### config.mk
export PLATFORM = sky130hd
export DESIGN_NAME = dms_safe_rewriter
export DESIGN_NICKNAME = d
export VERILOG_FILES = /design/src/rtl/dms_pkg.sv /design/src/rtl/dms_age_ctr.sv /design/src/rtl/dms_match_lane.sv /design/src/rtl/dms_safe_reg.sv /design/src/rtl/dms_safe_rewriter.sv
export SDC_FILE = /design/constraint.sdc
export NUM_CORES = 1
export LEC_CHECK = 0
export BUFFER_PORTS_ARGS = -buffer_cell sky130_fd_sc_hd__buf_4
export CORE_MARGIN = 2
export CORE_UTILIZATION = 39
export CTS_CLUSTER_DIAMETER = 120
export DETAILED_ROUTE_END_ITERATION = 12
export HOLD_SLACK_MARGIN = 0.06
export PLACE_DENSITY = 0.83
export SLEW_MARGIN = 0
export SYNTH_ARGS = -nofsm -noshare
export SYNTH_HDL_FRONTEND = slang
export SYNTH_HIERARCHICAL = 1
export SYNTH_SLANG_ARGS = --single-unit
### constraint.sdc
create_clock -name clk -period 2.2 [get_ports clk]
set_input_delay 0.44 -clock clk [delete_from_list [all_inputs] [get_ports clk]]
set_output_delay 0.44 -clock clk [all_outputs]
set_load 0.02 [all_outputs]
### src/rtl/dms_pkg.sv
package dms_pkg;
  // Width that holds the values 0..m inclusive (at least 1 bit).
  function automatic int unsigned age_width(input int unsigned m);
    return (m < 1) ? 1 : $clog2(m + 1);
  endfunction
endpackage

### src/rtl/dms_age_ctr.sv
module dms_age_ctr #(
  parameter int unsigned MAXC = 4,
  localparam int unsigned AGW = dms_pkg::age_width(MAXC)
) (
  input  logic           clk,
  input  logic           rst,
  output logic [AGW-1:0] age
);
  localparam logic [AGW-1:0] LIMIT = AGW'(MAXC);

  // Cycles since reset release, saturating at MAXC.
  always_ff @(posedge clk) begin
    if (rst)
      age <= '0;
    else if (age != LIMIT)
      age <= age + 1'b1;
  end
endmodule

### src/rtl/dms_match_lane.sv
module dms_match_lane #(
  parameter int unsigned W     = 8,
  parameter int unsigned D     = 0,
  parameter int unsigned MAXC  = 4,
  localparam int unsigned AGW  = dms_pkg::age_width(MAXC)
) (
  input  logic           clk,
  input  logic           rst,
  input  logic [W-1:0]   sel,
  input  logic [W-1:0]   nd,
  input  logic [AGW-1:0] age,
  output logic           cond
);
  logic match_now;
  assign match_now = (sel == nd);

  generate
    if (D == 0) begin : g_direct
      logic lane_unused;
      assign lane_unused = ^{clk, rst, age};
      assign cond = match_now;
    end else begin : g_delay
      logic [D-1:0] hist;
      // hist[k] holds the match result from k+1 cycles ago.
      always_ff @(posedge clk) begin
        if (rst) begin
          hist <= '0;
        end else begin
          hist[0] <= match_now;
          for (int k = 1; k < int'(D); k++)
            hist[k] <= hist[k-1];
        end
      end
      assign cond = hist[D-1] && (age >= AGW'(D));
    end
  endgenerate
endmodule

### src/rtl/dms_safe_reg.sv
module dms_safe_reg #(
  parameter int unsigned NPAIRS = 3
) (
  input  logic              clk,
  input  logic              rst,
  input  logic [NPAIRS-1:0] cond,
  input  logic              safedef,
  output logic              safe_q
);
  logic guard;
  assign guard = &cond;

  always_ff @(posedge clk) begin
    if (rst)
      safe_q <= 1'b1;
    else
      safe_q <= ~guard | safedef;
  end
endmodule

### src/rtl/dms_safe_rewriter.sv
module dms_safe_rewriter #(
  parameter int unsigned NPAIRS      = 3,
  parameter int unsigned W           = 8,
  parameter int unsigned MAXDLY      = 4,
  parameter int unsigned DLY [NPAIRS] = '{0, 1, 4},
  localparam int unsigned AGW        = dms_pkg::age_width(MAXDLY)
) (
  input  logic                clk,
  input  logic                rst,
  input  logic [NPAIRS*W-1:0] sel_i,
  input  logic [NPAIRS*W-1:0] nd_i,
  input  logic                safedef_i,
  output logic                safe_o
);
  logic [AGW-1:0]    age;
  logic [NPAIRS-1:0] cond;

  dms_age_ctr #(.MAXC(MAXDLY)) u_age (
    .clk (clk),
    .rst (rst),
    .age (age)
  );

  for (genvar i = 0; i < NPAIRS; i++) begin : g_pair
    dms_match_lane #(.W(W), .D(DLY[i]), .MAXC(MAXDLY)) u_lane (
      .clk  (clk),
      .rst  (rst),
      .sel  (sel_i[i*W +: W]),
      .nd   (nd_i[i*W +: W]),
      .age  (age),
      .cond (cond[i])
    );
  end

  dms_safe_reg #(.NPAIRS(NPAIRS)) u_out (
    .clk     (clk),
    .rst     (rst),
    .cond    (cond),
    .safedef (safedef_i),
    .safe_q  (safe_o)
  );
endmodule

==> impl_metrics.py <==
metrics = {
    "outcome": {
        "status": "finished clean",
    },
    "clocking": {
        "cts_tree": "built",
        "ctsHoldBuffers": 0,
        "clock_path_buffers": 2,
        "cts_root_buf": "clkbuf_4",
        "htree_levels": 1,
        "clk_pin_slew_ns": 0.06,
        "post-cts-setup-buffer-count": 0,
        "worst_skew_pair.late_latency_ns": 0.27,
        "cts_made_buffers": 3,
        "clock_sinks": 9,
        "cts_resized": 0,
    },
    "critical_path": {
        "path_class": "reg -> out",
        "startpoint_type": "register",
        "worstPathCellList": "buf_4",
        "worstPathArrival_ns": 0.71,
        "crit_family": "flip-flops",
        "cpMaxStageDelayCell": "dfxtp_1",
        "end_kind": "primary output",
        "crit_fanout": 1,
        "critPathBufInv": 1,
        "required_ns": 1.76,
        "critPathMaxStageDelay_ns": 0.30,
    },
    "drt": {
        "drtIter0Drc": 4,
        "via_per_inst": 4.925,
        "firstDrtPassIters": 4,
        "vias": 655,
        "postRouteAntennaNets": 0,
        "detail_route.wl_per_cell_um": 10.92,
        "drt_wl_total_um": 1452,
        "drc": 0,
    },
    "power": {
        "p_per_area_nw_per_um2": 446.0,
        "ir_drop_v": 0.0002871,
        "p_leak_nw": 0.4575,
    },
    "yosys": {
        "synth_top_area_share_pct": 32.56,
        "synth.most_common_cell": "xnor2_1",
        "synth_cells": 62,
        "synth_cell_types": 17,
        "synth_commonest_cells": "xnor2_1 (22), dfxtp_1 (9), nand4_1 (5)",
        "yosys.area.top_type": "xnor2_1",
        "ys_async_sr_fraction_pct": 0,
        "seq_area_frac_synth_pct": 30.44,
        "synth_edf_count": 0,
        "avgSynthCellArea_um2": 9.545,
        "yosys_register_bits": 9,
        "yosysWarnings": 6,
        "synthesis.area_um2": 591.8,
        "ys_top_cells_by_area": "xnor2_1 (33%), dfxtp_1 (30%), nand4_1 (5.3%), ha_1 (4.2%), nor4_2 (4.2%)",
        "syn_nets": 115,
        "synth_ff_type": "dfxtp_1",
    },
    "timing": {
        "fin_crit_ns": 1.154,
        "drv_slew": 0,
        "setup_tns_ns": 0,
        "max_freq_mhz": 866.9,
        "setup_violations": 0,
        "tightest_slew_ns": 0.2473,
        "period_share_pct": 52.43,
        "grt_setup_unrepaired": "false",
        "maxSlewHeadroom_pct": 83.49,
        "fin_skew_ns": 0.003024,
        "hold_viol": 0,
    },
    "floorplanning": {
        "row_count": 14,
        "chipWidth_um": 42.96,
        "die_area_um2": 1845,
        "start_util_pct": 40.22,
        "fp.dieH_um": 42.96,
        "io_pins": 52,
        "core-area_um2": 1471,
    },
    "placement": {
        "portBuffers": 51,
        "place_area_um2": 994.7,
        "gp_congestion": 0.6286,
        "place_inst": 129,
    },
    "finish": {
        "antenna_cells_inserted": 0,
        "area_growth_pct": 72.73,
        "fin_area_um2": 1022,
        "instances_no_fill": 133,
        "drive_gt1_share_pct": 51.28,
        "num-nets-final": 171,
    },
    "global_routing": {
        "antenna_found_initial": 0,
        "grt_pass1_wl_um": 2553,
        "grt_pass1_vias": 679,
        "track_usage_pct": 18.99,
        "grt_overflow": 0,
        "grt_start_max_net_pins": 10,
    },
    "worst_hold_path": {
        "hold_class": "in -> reg",
    },
    "job": {
        "cap_violations": 0,
    },
}
kinds of logic (layout without fill, tap and decap cells):
| logic type | Yosys count | count (layout) | share of synthesized area [%] |
|---|---|---|---|
| flops | 9 | 9 | 30.44 |
| fa+ha+maj | 2 | 2 | 4.228 |
| simple gates | 20 | 20 | 22.20 |
| buf+inv | 2 | 57 | 1.269 |
| compound gates | 5 | 5 | 6.343 |
| xor+xnor | 24 | 24 | 35.52 |
layout by cell type, fill, tap and decap left out, drive strengths merged, types with 3 or more instances in the layout:
master / instances
nand4: 5
nand3: 4
buf: 51
nor2: 3
nor2b: 3
dfxtp: 9
xnor2: 22
clkbuf: 3
worst register-to-register path, delay by kind of cell, from the launching register on:
family                   cells  cell delay (ns)
buffers and inverters        1             0.06
adder cells (fa/ha/maj)      1             0.25
flip-flops                   1             0.39
AO/OA/AOI/OAI                2             0.36
area by class of cell:
| type | instances | area [um^2] |
|---|---|---|
| sequential | 9 | 180.2 |
| clock inverter | 1 | 5.005 |
| multi-input combinational | 51 | 404.1 |
| tap | 16 | 20.02 |
| inverter | 2 | 7.507 |
| fill | 133 | 449.2 |
| clock buffer | 3 | 22.52 |
| timing repair buffer | 51 | 382.9 |
power by group:
part	internal (mW)	switching, mW
sequential	0.169	0.00802
clock	0.0673	0.0629
combinational	0.101	0.0478
total	0.337	0.119
registers in the layout, summed over array words and instances, names as in the netlist:
register	cells
g_pair.u_lane/g_delay.hist	5
u_out/safe_q	1
u_age/age	3
routing by layer:
| metal | vias up | track usage, % | part of all wire [%] | wire [um] |
|---|---|---|---|---|
| met2 | 39 | 36.06 | 55 | 799 |
| met3 | 4 | 8.936 | 13 | 196 |
| met1 | 290 | 16.97 | 30 | 432 |
| met4 | 0 | 7.273 | 1.6 | 23 |
| li1 | 322 | - | - | - |
| met5 | - | 0 | 0 | 0 |
path summary, 6_finish.rpt:
kind	startpoint	endpoint	slack (ns)	cells after the start
max reg2reg	u_age/age[0]$_SDFFE_PP0P_	u_age/age[1]$_SDFFE_PP0P_	1.08	4
max	u_out/safe_q$_SDFF_PP1_	safe_o	1.05	1
min	safedef_i	u_out/safe_q$_SDFF_PP1_	0.40	3
min reg2reg	g_pair[2].u_lane/g_delay.hist[0]$_SDFF_PP0_	g_pair[2].u_lane/g_delay.hist[1]$_SDFF_PP0_	0.45	1
through the flow:
step	power, mW	setup slack, ns	hold WS [ns]	util [%]
4_1_cts	0.4643	1.032	0.3980	69.47
3_5_place_dp	0.3311	1.024	0.4370	67.60
5_1_grt	0.4833	0.9951	0.4117	69.47
2_1_floorplan	0.2445	1.152	0.4138	-
3_3_place_gp	0.3258	1.073	0.4178	67.60
6_report	0.4559	1.046	0.3973	69.47
(Power assumes the default switching activity.)
